==> config.mk <==
export PLATFORM = sky130hd
export DESIGN_NAME = qwr_ctrl
export DESIGN_NICKNAME = d
export VERILOG_FILES = /design/src/rtl/qwr_pkg.sv /design/src/rtl/qwr_updn.sv /design/src/rtl/qwr_channel.sv /design/src/rtl/qwr_regport.sv /design/src/rtl/qwr_ctrl.sv
export SDC_FILE = /design/constraint.sdc
export NUM_CORES = 1
export LEC_CHECK = 0
export ABC_AREA = 1
export BUFFER_PORTS_ARGS = -buffer_cell sky130_fd_sc_hd__buf_4
export CAP_MARGIN = 20
export CORE_MARGIN = 5
export CORE_UTILIZATION = 66
export DETAILED_ROUTE_END_ITERATION = 8
export PLACE_DENSITY = 0.95
export SYNTH_ARGS = -nofsm -noshare
export SYNTH_HDL_FRONTEND = slang
export SYNTH_HIERARCHICAL = 1
export SYNTH_SLANG_ARGS = --single-unit
==> constraint.sdc <==
create_clock -name clk -period 4.29 [get_ports clk]
set_input_delay 0.2145 -clock clk [delete_from_list [all_inputs] [get_ports clk]]
set_output_delay 0.2145 -clock clk [all_outputs]
set_load 0.05 [all_outputs]
==> src/rtl/qwr_pkg.sv <==
package qwr_pkg;

  localparam int unsigned TAP_W = 8;

  typedef enum logic [2:0] {
    OP_WR_TAP   = 3'd0,
    OP_RD_TAP   = 3'd1,
    OP_WR_SAVE  = 3'd2,
    OP_RD_SAVE  = 3'd3,
    OP_SAVE2TAP = 3'd4,
    OP_TAP2SAVE = 3'd5
  } qwr_op_e;

  // One saturating step of a tap register.
  function automatic logic [TAP_W-1:0] sat_step(input logic [TAP_W-1:0] v, input logic up);
    logic [TAP_W-1:0] one;
    one = {{(TAP_W-1){1'b0}}, 1'b1};
    if (up) return (v == {TAP_W{1'b1}}) ? v : v + one;
    else    return (v == '0) ? v : v - one;
  endfunction

  function automatic logic [TAP_W-1:0] slot0_default(input int c);
    case (c)
      0:       return 8'hFE;
      1:       return 8'h01;
      2:       return 8'h80;
      3:       return 8'h3C;
      default: return 8'h80;
    endcase
  endfunction

  // Default saved-register image; channel c slot s at entry c*nslot+s.
  function automatic logic [1023:0] dr_default(input int nch, input int nslot);
    logic [1023:0] r;
    r = '0;
    for (int c = 0; c < nch; c++) begin
      for (int s = 0; s < nslot; s++) begin
        if ((c * nslot + s) < 128) begin
          if (s == 0) r[(c*nslot+s)*TAP_W +: TAP_W] = slot0_default(c);
          else        r[(c*nslot+s)*TAP_W +: TAP_W] = TAP_W'(32 + 16*c + s);
        end
      end
    end
    return r;
  endfunction

endpackage

==> src/rtl/qwr_updn.sv <==
module qwr_updn #(
  parameter int unsigned NCH = 4,
  localparam int unsigned CHW = $clog2(NCH)
) (
  input  logic           clk,
  input  logic           rst,
  input  logic           step_in,
  input  logic           step_en_n,
  input  logic           step_up,
  input  logic [CHW-1:0] step_sel,
  input  logic           block,
  output logic [NCH-1:0] step_ev,
  output logic           step_dir
);

  logic step_q;
  logic fire;

  always_ff @(posedge clk) begin
    if (rst) step_q <= 1'b0;
    else     step_q <= step_in;
  end

  assign fire     = step_in & ~step_q & ~step_en_n & ~block;
  assign step_dir = step_up;

  for (genvar i = 0; i < NCH; i++) begin : g_dec
    assign step_ev[i] = fire && (step_sel == CHW'(i));
  end

endmodule

==> src/rtl/qwr_channel.sv <==
module qwr_channel
  import qwr_pkg::*;
#(
  parameter int unsigned NSLOT = 4,
  parameter logic [NSLOT*TAP_W-1:0] INIT = '0,
  localparam int unsigned IDXW = $clog2(NSLOT)
) (
  input  logic                   clk,
  input  logic                   rst,
  input  logic                   recall,
  input  logic                   step_en,
  input  logic                   step_up,
  input  logic                   tap_we,
  input  logic [TAP_W-1:0]       tap_d,
  input  logic                   save_we,
  input  logic [IDXW-1:0]        save_idx,
  input  logic [TAP_W-1:0]       save_d,
  output logic [TAP_W-1:0]       tap,
  output logic [NSLOT*TAP_W-1:0] saved
);

  // Tap register: recall, then port write, then step.
  always_ff @(posedge clk) begin
    if (rst)          tap <= '0;
    else if (recall)  tap <= saved[TAP_W-1:0];
    else if (tap_we)  tap <= tap_d;
    else if (step_en) tap <= sat_step(tap, step_up);
  end

  for (genvar s = 0; s < NSLOT; s++) begin : g_slot
    always_ff @(posedge clk) begin
      if (rst) saved[s*TAP_W +: TAP_W] <= INIT[s*TAP_W +: TAP_W];
      else if (save_we && save_idx == IDXW'(s)) saved[s*TAP_W +: TAP_W] <= save_d;
    end
  end

endmodule

==> src/rtl/qwr_regport.sv <==
module qwr_regport
  import qwr_pkg::*;
#(
  parameter int unsigned NCH   = 4,
  parameter int unsigned NSLOT = 4,
  localparam int unsigned CHW  = $clog2(NCH),
  localparam int unsigned IDXW = $clog2(NSLOT)
) (
  input  logic                       clk,
  input  logic                       rst,
  input  logic                       recall,
  input  logic                       wp,
  input  logic                       req_valid,
  input  logic [2:0]                 req_op,
  input  logic [CHW-1:0]             req_ch,
  input  logic [IDXW-1:0]            req_idx,
  input  logic [TAP_W-1:0]           req_wdata,
  input  logic [NCH*TAP_W-1:0]       taps,
  input  logic [NCH*NSLOT*TAP_W-1:0] saved_all,
  output logic [NCH-1:0]             tap_we,
  output logic [TAP_W-1:0]           tap_d,
  output logic [NCH-1:0]             save_we,
  output logic [IDXW-1:0]            save_idx,
  output logic [TAP_W-1:0]           save_d,
  output logic                       rsp_valid,
  output logic [TAP_W-1:0]           rsp_rdata,
  output logic                       rsp_err
);

  logic             acc;
  logic             any_tap_we, any_save_we, err_c;
  logic [TAP_W-1:0] rd_c, cur_tap, cur_save;

  assign acc      = req_valid & ~recall;
  assign cur_tap  = taps[req_ch*TAP_W +: TAP_W];
  assign cur_save = saved_all[(req_ch*NSLOT + req_idx)*TAP_W +: TAP_W];
  assign save_idx = req_idx;

  always_comb begin
    any_tap_we  = 1'b0;
    any_save_we = 1'b0;
    err_c       = 1'b0;
    rd_c        = '0;
    tap_d       = req_wdata;
    save_d      = req_wdata;
    case (req_op)
      OP_WR_TAP:   any_tap_we = 1'b1;
      OP_RD_TAP:   rd_c = cur_tap;
      OP_WR_SAVE:  if (wp) err_c = 1'b1; else any_save_we = 1'b1;
      OP_RD_SAVE:  rd_c = cur_save;
      OP_SAVE2TAP: begin any_tap_we = 1'b1; tap_d = cur_save; end
      OP_TAP2SAVE: begin
        save_d = cur_tap;
        if (wp) err_c = 1'b1; else any_save_we = 1'b1;
      end
      default:     err_c = 1'b1;
    endcase
    if (recall) begin
      any_tap_we  = 1'b0;
      any_save_we = 1'b0;
      err_c       = 1'b1;
      rd_c        = '0;
    end
  end

  for (genvar i = 0; i < NCH; i++) begin : g_we
    assign tap_we[i]  = acc && any_tap_we  && (req_ch == CHW'(i));
    assign save_we[i] = acc && any_save_we && (req_ch == CHW'(i));
  end

  always_ff @(posedge clk) begin
    if (rst) begin
      rsp_valid <= 1'b0;
      rsp_rdata <= '0;
      rsp_err   <= 1'b0;
    end else begin
      rsp_valid <= req_valid;
      rsp_rdata <= req_valid ? rd_c : '0;
      rsp_err   <= req_valid & err_c;
    end
  end

endmodule

==> src/rtl/qwr_ctrl.sv <==
module qwr_ctrl
  import qwr_pkg::*;
#(
  parameter int unsigned NCH   = 4,
  parameter int unsigned NSLOT = 4,
  parameter logic [1023:0] DR_INIT = qwr_pkg::dr_default(NCH, NSLOT),
  localparam int unsigned CHW  = $clog2(NCH),
  localparam int unsigned IDXW = $clog2(NSLOT)
) (
  input  logic                   clk,
  input  logic                   rst,
  input  logic                   step_in,
  input  logic                   step_en_n,
  input  logic                   step_up,
  input  logic [CHW-1:0]         step_sel,
  input  logic                   wp,
  input  logic                   req_valid,
  input  logic [2:0]             req_op,
  input  logic [CHW-1:0]         req_ch,
  input  logic [IDXW-1:0]        req_idx,
  input  logic [TAP_W-1:0]       req_wdata,
  output logic                   rsp_valid,
  output logic [TAP_W-1:0]       rsp_rdata,
  output logic                   rsp_err,
  output logic [NCH*TAP_W-1:0]   wiper_pos
);

  // Named internal events, also watched by the checker.
  logic                       recall_q;
  logic [NCH-1:0]             step_ev;
  logic                       step_dir;
  logic [NCH-1:0]             tap_we;
  logic [TAP_W-1:0]           tap_d;
  logic [NCH-1:0]             save_we;
  logic [IDXW-1:0]            save_idx;
  logic [TAP_W-1:0]           save_d;
  logic [NCH*NSLOT*TAP_W-1:0] saved_all;
  logic [NCH*TAP_W-1:0]       dr_slot0;

  always_ff @(posedge clk) begin
    if (rst) recall_q <= 1'b1;
    else     recall_q <= 1'b0;
  end

  qwr_updn #(.NCH(NCH)) u_updn (
    .clk(clk), .rst(rst), .step_in(step_in), .step_en_n(step_en_n),
    .step_up(step_up), .step_sel(step_sel), .block(recall_q),
    .step_ev(step_ev), .step_dir(step_dir)
  );

  qwr_regport #(.NCH(NCH), .NSLOT(NSLOT)) u_port (
    .clk(clk), .rst(rst), .recall(recall_q), .wp(wp),
    .req_valid(req_valid), .req_op(req_op), .req_ch(req_ch),
    .req_idx(req_idx), .req_wdata(req_wdata),
    .taps(wiper_pos), .saved_all(saved_all),
    .tap_we(tap_we), .tap_d(tap_d), .save_we(save_we),
    .save_idx(save_idx), .save_d(save_d),
    .rsp_valid(rsp_valid), .rsp_rdata(rsp_rdata), .rsp_err(rsp_err)
  );

  for (genvar c = 0; c < NCH; c++) begin : g_ch
    qwr_channel #(
      .NSLOT(NSLOT),
      .INIT(DR_INIT[c*NSLOT*TAP_W +: NSLOT*TAP_W])
    ) u_ch (
      .clk(clk), .rst(rst), .recall(recall_q),
      .step_en(step_ev[c]), .step_up(step_dir),
      .tap_we(tap_we[c]), .tap_d(tap_d),
      .save_we(save_we[c]), .save_idx(save_idx), .save_d(save_d),
      .tap(wiper_pos[c*TAP_W +: TAP_W]),
      .saved(saved_all[c*NSLOT*TAP_W +: NSLOT*TAP_W])
    );
    assign dr_slot0[c*TAP_W +: TAP_W] = saved_all[c*NSLOT*TAP_W +: TAP_W];
  end

endmodule

# Yosys cells after proc, flatten, opt, wreduce, memory -nomap -nowiden
# Index checks and enable logic that the tools add are counted.
[op_classes]
addsub = 9
n_eq_ne = 26
n_shift = 2
muxes = 36
bitwise = 9
reduce_logical = 50
[ops]
columns = ["op", "count"]
rows = [
  ["$mux 8", 26],
  ["$shiftx 128x33->8", 1],
  ["$add 8x1->8 const B", 4],
  ["$eq 8x8->1 const B", 4],
  ["$logic_not 8->1", 4],
  ["$ne 4x3->1 const B", 8],
  ["$shiftx 32x6->8", 1],
  ["$sub 8x1->8 const B", 4],
  ["$logic_and 1x1->1", 30],
  ["$pmux 8 s2", 1],
  ["$eq 2x2->1 const B", 6],
  ["$reduce_and 3->1", 4],
  ["$reduce_bool 3->1", 4],
  ["$mux 1", 8],
  ["$eq 2x1->1 const B", 3],
  ["$eq 3x2->1 const B", 2],
  ["$eq 3x3->1 const B", 2],
  ["$logic_not 2->1", 3],
  ["$add 4x2->5", 1],
  ["$and 1x1->1", 5],
  ["$not 1->1", 4],
  ["$reduce_or 2->1", 2],
  ["$reduce_or 4->1", 1],
  ["$eq 3x1->1 const B", 1],
  ["3 further kinds", 3],
]
[word_totals]
regBits = 172
in_bits = 24
output_inout_bits = 42
elab_cells = 157

# Depth between registers and ports, before layout
# Gate-level depths: netlist of the first run.
[logic_depth]
ltp_word = 8
mapped_depth = 16
mapped_depth_nobuf = 15

# Modules after synthesis
# Netlist of the first run, hierarchy kept.
[modules_own_cells]
columns = ["mod", "instances", "cells_per_inst", "area_each_um2", "seq_area_each_um2"]
rows = [
  ["qwr_regport", 1, 571, 2571.2, 200.2],
  ["qwr_channel at g_ch[2].u_ch", 1, 302, 2024.4, 800.8],
  ["qwr_channel at g_ch[0].u_ch", 1, 302, 2023.2, 800.8],
  ["qwr_channel at g_ch[1].u_ch", 1, 302, 2013.2, 800.8],
  ["qwr_channel at g_ch[3].u_ch", 1, 296, 2003.2, 800.8],
  ["qwr_updn", 1, 17, 88.8, 20.0],
  ["qwr_ctrl", 1, 1, 20.0, 20.0],
]

# Least setup slack after synthesis of the first run
# OpenSTA, ideal clock, no wires.
[synth_timing]
path_kind = "register to register"
start = "register g_ch[0].u_ch.tap[2]"
end = "register g_ch[0].u_ch.tap[5]"
setup_ns = 0.118
arrival_ns = 1.720
required_ns = 4.172
setup_slack_ns = 2.452
stages_incl_launch_ff = 9
path_buffers = 0
synth_period_minus_slack_ns = 1.838
cell_sequence = "dfxtp_1 > ha_1 > or2_2 > nand3b_1 > nand2_1 > nand2_1 > nand3_1 > nand3_1 > a21oi_1"
[synth_between]
elab_chain_cells = 6
elab_cells_between_ends = 13
classes_between = "add/sub: 2; eq/ne: 3; mux: 6; reduce/logical: 2"
[synth_lines]
columns = ["element", "line_no", "text"]
rows = [
  ["start, declared", "qwr_channel.sv:18", "output logic [TAP_W-1:0] tap,"],
  ["start signal, assigned", "qwr_channel.sv:25", "else if (recall) tap <= saved[TAP_W-1:0];"],
  ["start signal, assigned", "qwr_channel.sv:26", "else if (tap_we) tap <= tap_d;"],
  ["start signal, assigned", "qwr_channel.sv:27", "else if (step_en) tap <= sat_step(tap, step_up);"],
  ["$sub 8x1->8 / $add 8x1->8 (equally long branches)", "qwr_pkg.sv:19, qwr_pkg.sv:18", ""],
  ["$mux 8, on equally long branches", "qwr_pkg.sv:19, qwr_pkg.sv:18", ""],
  ["$mux 8", "qwr_pkg.sv:18", "if (up) return (v == {TAP_W{1'b1}}) ? v : v + one;"],
  ["$mux 8", "qwr_channel.sv:27", ""],
  ["$mux 8", "qwr_channel.sv:26", ""],
  ["$mux 8", "qwr_channel.sv:25", ""],
]
# Several ways; a longest one is shown, not always the timed one. The select of a mux whose other input is x is not followed.
# A chain may end at the register's enable or synchronous reset.

# Worst setup path after layout of the first run
[layout_timing]
start = "input req_idx[0]"
end = "register g_ch[3].u_ch.tap[2]"
[layout_between]
elab_chain_cells = 5
[layout_lines]
columns = ["element", "line_no", "text"]
rows = [
  ["start, declared", "qwr_ctrl.sv:20", "input logic [IDXW-1:0] req_idx,"],
  ["$add 4x2->5", "qwr_regport.sv:36", "assign cur_save = saved_all[(req_ch*NSLOT + req_idx)*TAP_W +: TAP_W];"],
  ["$shiftx 128x33->8", "qwr_regport.sv:36", ""],
  ["$mux 8", "qwr_regport.sv:46", "case (req_op)"],
  ["via tap_d[2]", "qwr_ctrl.sv:33", "logic [TAP_W-1:0] tap_d;"],
  ["$mux 8", "qwr_channel.sv:26", ""],
  ["$mux 8", "qwr_channel.sv:25", ""],
  ["end signal, assigned", "qwr_channel.sv:25", ""],
  ["end signal, assigned", "qwr_channel.sv:26", ""],
  ["end signal, assigned", "qwr_channel.sv:27", ""],
  ["end, declared", "qwr_channel.sv:18", ""],
]
# The timed path passes the listed nets, and every way through them passes these cells.

==> results of run 1 <==
-- cell families (layout without fill, tap and decap cells) --
kind of cell	after synthesis	after routing	synth area share, %
AO/OA/AOI/OAI	203	203	9.69
XOR/XNOR	3	3	0.245
adder cells (fa/ha/maj)	28	28	3.54
buffers and inverters	295	350	11.5
flip-flops	172	172	32.0
AND/OR/NAND/NOR	1090	1090	43.0
-- metrics by stage --
stage / worst slack [ns] / instance area, um2
after CTS: 1.87 / 11800
after global routing: 1.60 / 11900
final: 1.79 / 11900
after floorplan: 2.45 / 10700
after global placement: 1.55 / 11300
after detailed placement: 1.46 / 11300
-- per-layer routing --
metal  vias to the layer above  routed length, um
met2                       742              14900
met3                       151               3700
met5                         -                  0
met1                      5311              13700
li1                       5677                  -
met4                         0               1800
-- final cells by class --
type / instances / share of cell area, %
clock inverter: 13 / 1.21
multi-input combinational: 1324 / 51.1
clock buffer: 19 / 3.65
sequential: 172 / 29.0
inverter: 239 / 7.55
tap: 216 / 2.28
timing repair buffer: 79 / 5.20
-- sequential cells by signal, indices dropped and copies added (netlist names) --
name	flops
u_port/rsp_rdata	8
u_port/rsp_err	1
g_ch.u_ch/tap	32
u_port/rsp_valid	1
recall_q	1
g_ch.u_ch/saved	128
u_updn/step_q	1
-- critical path, stage by stage --
cell,delay (ns)
buf_4,0.26
inv_2,0.09
buf_4,0.52
nand2_1,0.10
nand2_1,0.09
nand2_1,0.08
nand2_1,0.11
nand2_1,0.08
nand2_1,0.13
nor3_1,0.06
a21oi_1,0.55
o21ai_0,0.19
o21ai_0,0.17
o21ai_0,0.11
nor2_1,0.09
-- power by group --
group	leakage [nW]	switching (mW)	total [mW]	internal (mW)
Sequential	1.40	0.0692	1.70	1.63
Clock	0.270	0.661	1.52	0.861
Combinational	4.60	0.590	0.849	0.259
Total	6.27	1.32	4.07	2.75
-- worst paths after layout --
path                                                             to                                 from
worst max-delay path               g_ch[3].u_ch/tap[2]$_SDFFE_PP0P_                           req_idx[0]
worst min-delay path                    u_port/rsp_valid$_SDFF_PP0_                            req_valid
worst max register to register     g_ch[1].u_ch/tap[4]$_SDFFE_PP0P_                     recall_q$_DFF_P_
worst min register to register  g_ch[0].u_ch/saved[21]$_SDFFE_PP1P_  g_ch[0].u_ch/saved[21]$_SDFFE_PP1P_
-- synthesized netlist by cell type, types with 4 or more instances --
library cell	number	share of area [%]
a31oi_1	4	0.23
nor2_2	4	0.23
fa_1	4	0.75
clkbuf_1	21	0.73
nor2_1	300	10
o21ai_1	7	0.33
buf_4	12	0.84
nor3_1	9	0.42
o21ai_0	128	6.0
inv_1	216	7.5
nor3_4	12	1.8
buf_2	15	0.70
a21oi_1	56	2.6
buf_6	8	0.84
dfxtp_1	172	32
ha_1	24	2.8
or2_2	7	0.41
nand3b_1	6	0.42
nand4_1	12	0.70
inv_2	23	0.80
nand3_2	5	0.47
nor2_4	5	0.52
nand3_1	159	7.4
nand2_1	567	20
==> metrics.md, run 1 <==
| Metric | Value |
|---|---|
| Achievable Freq | 401 MHz |
| Site row count | 46 |
| Drt pass-1 iters | 6 |
| CTS tree | yes |
| Async SR Flop Fraction | 0% |
| Multi-input gate area | 6070 um2 |
| Yosys reg bits | 172 |
| EDFF count, synth | 0 |
| Vias/cell | 5.76 |
| Req. time, crit path | 4.66 ns |
| Crit path kind | input pin to flop |
| Post-route insts no fill | 2062 |
| CTS clock-pin slew for the worst setup and hold paths | 0.07 ns |
| Setup bufs post-CTS | 0 |
| Nets@finish | 1885 |
| Die footprint | 18900 um2 |
| Initial antenna violation count | 0 |
| Period minus WS final | 2.50 ns |
| R2r worst-path depth | 10 |
| Peak supply drop | 0.285 mV |
| Starting DRT DRC Count | 1737 |
| Layout cells sized above 1 | 9.10% |
| Setup-failing EPs final | 0 |
| Gpl congestion | 0.953 |
| Area of the mapped netlist | 10700 um2 |
| CTS sink count | 172 |
| Worst Tran Pin Value | 1.08 ns |
| Initial Utilization | 67.4% |
| Slew Limit Fails | 0 |
| Commonest non-fill, non-tap cell in the layout | nand2_1 |
| Crit path launch type | input pin |
| Pwr dens | 343 nW/um2 |
| Commonest non-fill, non-tap cells in the layout | 567 x nand2_1, 300 x nor2_1, 216 x inv_1 |
| Worst Skew | 0.00718 ns |
| Synthesized area per cell | 6.00 um2 |
| Post_cts resized | 0 |
| Cts hold-fix bufs | 2 |
| ANT cells | 0 |
| Final WL | 34100 um |
| Die H | 138 um |
| Worst Hold Slack | 0.0465 ns |
| Ys flop type | dfxtp_1 |
| Pleak | 6.27 nW |
| Mapped Nets | 1843 |
| Total negative slack | 0 ns |
| Reg2Reg Setup Slack | 2.02 ns |
| Final Power | 4.07 mW |
| Register cell area after layout | 3440 um2 |
| Clock Root Buffer | clkbuf_16 |
| Final Hold Vio Count | 0 |
| Fin util | 74.5% |
| Core ar. | 15900 um2 |
| DIE WIDTH | 138 um |
| Vias in the first global route | 10800 |
| H-tree Lvls | 4 |
| Cells after DPL | 2027 |
| GRT Util Overall | 36.0% |
| Crit path DAT | 2.87 ns |
| Yosys warnings | 6 |
| Via count | 11900 |
| Max-cap violations | 0 |
| HPWL after DPL | 23600 um |
| Met3 usage | 6.87% |
| Syn-to-layout area delta | 10.5% |
| GR Layer Usage met2 | 55.8% |
| Largest net degree at the start of global routing | 65 |
| Detail Route Antenna Nets | 0 |
| Hold WC Path Type | input pin to flop |
| Bufs on Longest Clock Path | 2 |
| GR met1 Demand/Resource | 47.8% |
| Critical Path End Type | flop |
| Post-synthesis sequential area ratio | 32.0% |
| Post-route DRC | 0 |
| Cell count of the worst hold path | 3 |
| DR WL/cell | 16.5 um |
| Cells after synthesis | 1791 |
| Netlist cell types | 31 |
| Clock Latency Late Sink | 0.43 ns |
| Worst slew margin | 27.6% |
| Global-route wire length before repair | 53700 um |
| Tcrit/Tclk final | 58.2% |
| Critical-path maximum fanout | 64 |
| # fillers | 1290 |
| Num CTS Buffers | 17 |
| Num ports | 66 |
| Most crowded layer after global routing | met2 |
| Status | finished clean |
| GRT Residual Overflow | 0 |
| Port Buffers | 65 |
| RSZ-0062 raised after global routing | no |
No activity file was read; power rests on OpenSTA's default activity.
==> inputs of run 2 (changes only) <==
--- a/config.mk
+++ b/config.mk
@@ -9,9 +9,9 @@
 export BUFFER_PORTS_ARGS = -buffer_cell sky130_fd_sc_hd__buf_4
 export CAP_MARGIN = 20
 export CORE_MARGIN = 5
-export CORE_UTILIZATION = 66
+export CORE_UTILIZATION = 62
 export DETAILED_ROUTE_END_ITERATION = 8
-export PLACE_DENSITY = 0.95
+export PLACE_DENSITY = 0.91
 export SYNTH_ARGS = -nofsm -noshare
 export SYNTH_HDL_FRONTEND = slang
 export SYNTH_HIERARCHICAL = 1
==> constraint.sdc (replaced) <==
create_clock -name clk -period 2.5 [get_ports clk]
set_input_delay 0.125 -clock clk [delete_from_list [all_inputs] [get_ports clk]]
set_output_delay 0.125 -clock clk [all_outputs]
set_load 0.05 [all_outputs]
==> run 2 against run 1 <==
Clock power grew 69%. Die area grew 6.0%. Register-to-register slack lost 1.8 ns. Via count is essentially flat. Critical path type is now flop to flop. Largest cell class unchanged. Largest power group unchanged. Highest routed layer unchanged.
==> metrics.md, run 2 (synthesized netlist as in run 1, its figures left out) <==
| Metric | Value |
|---|---|
| Status | finished clean |
| Worst path bufs/invs | 1 (-2) |
| Num ports | 66 (unchanged) |
| Worst Tran Pin Value | 0.822 ns (-0.263 ns) |
| Cell Chain, Critical Path | nor2_1 -> nand2_1 -> nor2_1 -> nor2_1 -> nand4_1 -> nand3_2 -> inv_1 -> nand2_1 -> nor2_1 -> nor2_1 |
| WL met1 | 13400 um (-2.4%) |
| Period minus WS final | 2.27 ns |
| GRT Residual Overflow | 0 (unchanged) |
| Worst Skew | 0.00883 ns (+0.00166 ns) |
| Commonest non-fill, non-tap cell in the layout | nand2_1 |
| Multi-input gate area | 6070 um2 (about the same) |
| Final Hold Vio Count | 0 (unchanged) |
| Combinational share of power | 21.1% (+0.2 points) |
| Achievable Freq | 440 MHz |
| Clock Latency Late Sink | 0.44 ns (about the same) |
| Hold WC Path Type | input pin to flop |
| Sw power | 2.29 mW (+73%) |
| CTS sink count | 172 (unchanged) |
| Nets@finish | 1900 (+0.80%) |
| Critical Path End Type | flop |
| Clock power share | 36.9% (-0.5 points) |
| Crit path launch type | flop |
| Port Buffers | 65 (unchanged) |
| Gpl congestion | 1.01 (+6.1%) |
| Critical-path maximum fanout | 11 (-83%) |
| CTS tree | yes |
| Drt pass-1 iters | 6 (unchanged) |
| Pleak | 6.36 nW (+1.4%) |
| Cell at the slowest stage of the critical path | nor2_1 |
| Tcrit/Tclk final | 90.9% |
| Peak supply drop | 0.525 mV (+84%) |
| Setup-failing EPs final | 0 (unchanged) |
| Req. time, crit path | 2.82 ns (-1.84 ns) |
| Starting DRT DRC Count | 1818 (+4.7%) |
| Crit path kind | flop to flop |
| Max FFs per register | 128 (unchanged) |
| Max stage delay on crit path | 0.49 ns (-0.06 ns) |
| Cell Area, Placed | 11400 um2 (+1.4%) |
| Reg with most FFs | g_ch.u_ch/saved |
| Core ar. | 17200 um2 (+7.7%) |
| Crit-path leading delay family | simple AND/OR/NAND/NOR gates |
| Num CTS Buffers | 17 (unchanged) |
| Max-cap violations | 0 (unchanged) |
| GRT Util Overall | 32.3% (-3.7 points) |
| Top cell by count, worst path | nor2_1 |
| Global-route wire length before repair | 52400 um (-2.4%) |
| Cell internal pwr | 4.67 mW (+70%) |
| Cells after DPL | 2050 (+1.1%) |
| Syn-to-layout area delta | 11.9% |
| Initial Utilization | 62.6% (-4.8 points) |
| Clock Root Buffer | clkbuf_16 |
| HPWL after DPL | 22700 um (-3.9%) |
| Final WL | 33200 um (-2.7%) |
| RSZ-0062 raised after global routing | no |
| Met3 routed WL | 3810 um (+2.9%) |
| Vias/cell | 5.70 (-1.1%) |
| ANT cells | 0 (unchanged) |
| # fillers | 1471 (+14%) |
| Commonest non-fill, non-tap cells in the layout | 567 x nand2_1, 298 x nor2_1, 216 x inv_1 |
| Total negative slack | 0 ns (unchanged) |
| Slew Limit Fails | 0 (unchanged) |
| Site row count | 48 (+4.3%) |
| Register cell area after layout | 3440 um2 (unchanged) |
| Detail Route Antenna Nets | 0 (unchanged) |
| Initial antenna violation count | 0 (unchanged) |
| Crit path DAT | 2.60 ns (-0.27 ns) |
| DR WL/cell | 15.9 um (-3.8%) |
| Metal2 WL | 14400 um (-3.7%) |
| Layout cells sized above 1 | 9.94% (+0.84 points) |
| Flop pwr share | 41.9% (about the same) |
| Highest metal used | met4 |
| Fin area | 12000 um2 (+1.3%) |
| Post-route insts no fill | 2086 (+1.2%) |
| Die H | 142 um (+2.9%) |
| Largest net degree at the start of global routing | 65 (unchanged) |
| Pwr dens | 579 nW/um2 (+69%) |
| Worst Hold Slack | 0.0446 ns (-0.00188 ns) |
| Top flop regs | g_ch.u_ch/saved: 128 flops, g_ch.u_ch/tap: 32 flops, u_port/rsp_rdata: 8 flops |
| Switch share | 32.9% (+0.45 points) |
| CTS clock-pin slew for the worst setup and hold paths | 0.07 ns (about the same) |
| Via count | 11900 (+0.093%) |
| Bufs on Longest Clock Path | 2 (unchanged) |
| H-tree Lvls | 4 (unchanged) |
| Vias in the first global route | 10400 (-3.7%) |
| Die footprint | 20100 um2 (+6.0%) |
| DIE WIDTH | 142 um (+2.9%) |
| Post-route DRC | 0 (unchanged) |
| Worst slew margin | 44.6% (+17 points) |
-- run 2: cell types whose count changed in the layout (fill, tap and decap cells not counted), sizes merged --
cell / previous run / this run
inv: 241 / 243
clkinv: 5 / 7
bufinv: 2 / 1
buf: 77 / 90
dlygate4sd3: 2 / 4
clkinvlp: 4 / 2
clkbuf: 19 / 18
-- run 2: repair_timing --
action,4_1_cts,5_1_grt
setup buffers,0,0
setup endpoints to repair,0,3
hold buffers,4,0
hold endpoints to repair,6,0
gates resized for setup,0,2
-- run 2: worst paths after layout --
check / startpoint / endpoint / slack [ns] / cells after the start
worst max-delay path: recall_q$_DFF_P_ / g_ch[0].u_ch/tap[4]$_SDFFE_PP0P_ / 0.23 / 10
worst min-delay path: req_op[1] / u_port/rsp_err$_SDFF_PP0_ / 0.04 / 3
worst max register to register: recall_q$_DFF_P_ / g_ch[0].u_ch/tap[4]$_SDFFE_PP0P_ / 0.23 / 10
worst min register to register: g_ch[1].u_ch/saved[29]$_SDFFE_PP1P_ / g_ch[1].u_ch/saved[29]$_SDFFE_PP1P_ / 0.46 / 2
-- run 2: area by class of cell --
| class | count | area share, % |
|---|---|---|
| multi-input combinational | 1324 | 50.5 |
| inverter | 239 | 7.46 |
| clock inverter | 14 | 1.13 |
| tap | 225 | 2.34 |
| sequential | 172 | 28.6 |
| clock buffer | 18 | 3.65 |
| timing repair buffer | 94 | 6.26 |
-- run 2: worst reg2reg max path, delay by kind of cell, from the launching register on --
kind                   cells  cell delay [ns]
AND/OR/NAND/NOR            9             1.60
flip-flops                 1             0.34
buffers and inverters      1             0.22
-- run 2: through the flow --
step / setup slack (ns) / total power, mW / util [%]
global route: 0.0837 / 7.23 / 70.0
finish: 0.226 / 6.96 / 70.0
detailed placement: 0.181 / 4.40 / 66.4
global placement: 0.216 / 4.37 / 66.4
floorplan: 0.662 / 3.96 / -
CTS: 0.262 / 6.94 / 70.0
-- run 2: power groups by stage --
| stage | clock, mW | sequential (mW) | combinational, mW |
|---|---|---|---|
| floorplan | 0 | 3.11 | 0.851 |
| global route | 2.71 | 2.92 | 1.60 |
| finish | 2.57 | 2.92 | 1.47 |
| detailed placement | 0 | 2.98 | 1.42 |
| global placement | 0 | 2.97 | 1.39 |
| CTS | 2.59 | 2.91 | 1.44 |
-- run 2: metal layers --
metal  vias up  global-route usage, %
met2       801                   49.2
met4         0                   15.4
met3       131                   5.73
met1      5249                   44.4
met5         -                      0
li1       5711                      -
==> inputs of run 3 (changes only) <==
--- a/config.mk
+++ b/config.mk
@@ -9,9 +9,9 @@
 export BUFFER_PORTS_ARGS = -buffer_cell sky130_fd_sc_hd__buf_4
 export CAP_MARGIN = 20
 export CORE_MARGIN = 5
-export CORE_UTILIZATION = 62
+export CORE_UTILIZATION = 30
 export DETAILED_ROUTE_END_ITERATION = 8
-export PLACE_DENSITY = 0.91
+export PLACE_DENSITY = 0.55
 export SYNTH_ARGS = -nofsm -noshare
 export SYNTH_HDL_FRONTEND = slang
 export SYNTH_HIERARCHICAL = 1
==> constraint.sdc (replaced) <==
create_clock -name clk -period 2.5 [get_ports clk]
set_input_delay 0.75 -clock clk [delete_from_list [all_inputs] [get_ports clk]]
set_output_delay 0.75 -clock clk [all_outputs]
set_load 0.05 [all_outputs]
==> run 3 against run 2 <==
Non-clock buffer count increased by 98. Flip-flop and latch count unchanged. Clock skew increased by 0.0094 ns. Sequential share of layout area down 2.6 points. Wire length grew 17%. Final area is 9.9% higher. Maximum frequency fell by 3.2%. Critical path type is now input pin to flop. Critical endpoint is now g_ch[3].u_ch/tap[2]$_SDFFE_PP0P_. Largest power group unchanged.
==> metrics.md, run 3 (synthesized netlist as in run 1, its figures left out) <==
| Metric | Value |
|---|---|
| Initial antenna violation count | 0 (unchanged) |
| Top flop regs | g_ch.u_ch/saved: 128 flops, g_ch.u_ch/tap: 32 flops, u_port/rsp_rdata: 8 flops |
| GRT Residual Overflow | 0 (unchanged) |
| Clock Root Buffer | clkbuf_16 |
| Final WL | 38700 um (+17%) |
| Vias in the first global route | 10800 (+3.7%) |
| ANT cells | 0 (unchanged) |
| HPWL after DPL | 28500 um (+26%) |
| Site row count | 69 (+44%) |
| Nets@finish | 1998 (+5.2%) |
| Slew Limit Fails | 0 (unchanged) |
| Pleak | 6.91 nW (+8.7%) |
| Max-cap violations | 0 (unchanged) |
| Commonest non-fill, non-tap cell in the layout | nand2_1 |
| Cell internal pwr | 4.97 mW (+6.3%) |
| Final Power | 7.41 mW (+6.4%) |
| Global-route wire length before repair | 60600 um (+16%) |
| CTS clock-pin slew for the worst setup and hold paths | 0.07 ns (about the same) |
| Clock power share | 38.8% (+1.9 points) |
| Largest net degree at the start of global routing | 54 (-17%) |
| Crit path DAT | 2.73 ns (+0.13 ns) |
| Cells after DPL | 2388 (+16%) |
| Die footprint | 39700 um2 (+98%) |
| Worst Tran Pin Value | 0.634 ns (-0.188 ns) |
| Crit path kind | input pin to flop |
| DIE WIDTH | 199 um (+41%) |
| CTS tree | yes |
| Syn-to-layout area delta | 23.0% |
| GRT Util Overall | 19.4% (-13 points) |
| Clock Latency Late Sink | 0.46 ns (+0.02 ns) |
| Req. time, crit path | 2.88 ns (+0.06 ns) |
| Pre-CTS WS | -0.478 ns (-0.659 ns) |
| Num ports | 66 (unchanged) |
| Post-route DRC | 0 (unchanged) |
| Vias/cell | 4.84 (-15%) |
| Setup bufs post-CTS | 0 (unchanged) |
| Critical Path End Type | flop |
| Setup-failing EPs final | 0 (unchanged) |
| Reg with most FFs | g_ch.u_ch/saved |
| H-tree Lvls | 4 (unchanged) |
| Hold WC Path Type | flop to flop |
| Starting DRT DRC Count | 1042 (-43%) |
| Pwr dens | 561 nW/um2 (-3.1%) |
| Via count | 11700 (-1.5%) |
| Critical-path maximum fanout | 11 (unchanged) |
| Core ar. | 35500 um2 (+110%) |
| Max FFs per register | 128 (unchanged) |
| RSZ-0062 raised after global routing | no |
| Switch share | 33.0% (+0.081 points) |
| Crit path launch type | input pin |
| Initial Utilization | 30.3% (-32 points) |
| DR WL/cell | 16.0 um (+0.53%) |
| Commonest non-fill, non-tap cells in the layout | 567 x nand2_1, 300 x nor2_1, 216 x inv_1 |
| Worst slew margin | 57.8% (+13 points) |
| Status | finished clean |
| Worst Skew | 0.0183 ns (+0.00943 ns) |
| # fillers | 3870 (+160%) |
| Post-route insts no fill | 2420 (+16%) |
| Bufs on Longest Clock Path | 2 (unchanged) |
| Tcrit/Tclk final | 94.0% (+3.0 points) |
| Final Hold Vio Count | 0 (unchanged) |
| Die H | 199 um (+41%) |
| Sw power | 2.44 mW (+6.7%) |
| Num CTS Buffers | 17 (unchanged) |
| Combinational share of power | 21.9% (+0.8 points) |
| Achievable Freq | 426 MHz (-3.2%) |
| Detail Route Antenna Nets | 0 (unchanged) |
| Port Buffers | 65 (unchanged) |
| Final WS setup | 0.151 ns (-0.0751 ns) |
| Drt pass-1 iters | 6 (unchanged) |
| Peak supply drop | 0.515 mV (-1.9%) |
| CTS sink count | 172 (unchanged) |
| Gpl congestion | 0.901 (-11%) |
| Layout cells sized above 1 | 14.7% (+4.7 points) |
| Flop pwr share | 39.4% (-2.5 points) |
| Period minus WS final | 2.35 ns (+0.0751 ns) |
[run 3: critical path, cell delays in order]
cell and delay, ns:
buf_4 0.15, buf_4 0.19, buf_4 0.20, nand2_1 0.07, nand2_1 0.07, nand2_1 0.06, nand2_1 0.06, nand2_1 0.06
nand2_1 0.10, nor3_1 0.07, a21oi_2 0.39, o21ai_0 0.17, o21ai_0 0.16, o21ai_0 0.10, nor2_1 0.12
[run 3: final cells by class]
| type | instances | area, um2 | area share [%] |
|---|---|---|---|
| Multi-Input combinational cell | 1324 | 6090 | 46.1 |
| Sequential cell | 172 | 3440 | 26.1 |
| Timing Repair Buffer | 192 | 1590 | 12.0 |
| Inverter | 239 | 897 | 6.79 |
| Tap cell | 461 | 577 | 4.37 |
| Clock buffer | 19 | 433 | 3.28 |
| Clock inverter | 13 | 183 | 1.38 |
[run 3: timing repair]
| action | 4_1_cts | 5_1_grt |
|---|---|---|
| endpoints found under the hold margin | 0 | 0 |
| endpoints found under the setup margin | 1 | 9 |
| hold buffers | 0 | 0 |
| resized for setup | 1 | 3 |
| pin swaps | 0 | 0 |
[run 3: metal layers]
layer,up-vias,wire length [um],global-route usage [%]
li1,5911,-,-
met1,5394,17900,27.7
met2,355,17200,30.2
met3,59,2520,3.10
met4,0,1100,5.95
met5,-,0,0
[run 3: through the flow]
stage                     instance area, um2  utilization (%)  setup TNS, ns  hold slack, ns
after detailed placement               12600             35.5          -6.32           0.443
after global routing                   13200             37.2              0           0.485
after global placement                 12600             35.5          -5.83           0.440
after floorplan                        10700                -              0           0.429
final                                  13200             37.2              0           0.455
after CTS                              13200             37.2              0           0.461
[run 3: final timing paths]
check | start | endpoint | slack [ns] | depth (start not counted)
worst max-delay path | req_idx[0] | g_ch[3].u_ch/tap[2]$_SDFFE_PP0P_ | 0.15 | 15
worst min register to register | g_ch[3].u_ch/saved[24]$_SDFFE_PP1P_ | g_ch[3].u_ch/saved[24]$_SDFFE_PP1P_ | 0.46 | 2
worst min-delay path | g_ch[3].u_ch/saved[24]$_SDFFE_PP1P_ | g_ch[3].u_ch/saved[24]$_SDFFE_PP1P_ | 0.46 | 2
worst max register to register | recall_q$_DFF_P_ | g_ch[3].u_ch/tap[3]$_SDFFE_PP0P_ | 0.47 | 11
[run 3: power groups by stage]
stage	clock network, mW	registers [mW]	logic (mW)
floorplan	0	3.11	0.851
global placement	0	2.98	1.59
detailed placement	0	2.98	1.60
CTS	2.93	2.92	1.61
global route	3.05	2.92	1.78
finish	2.87	2.92	1.62
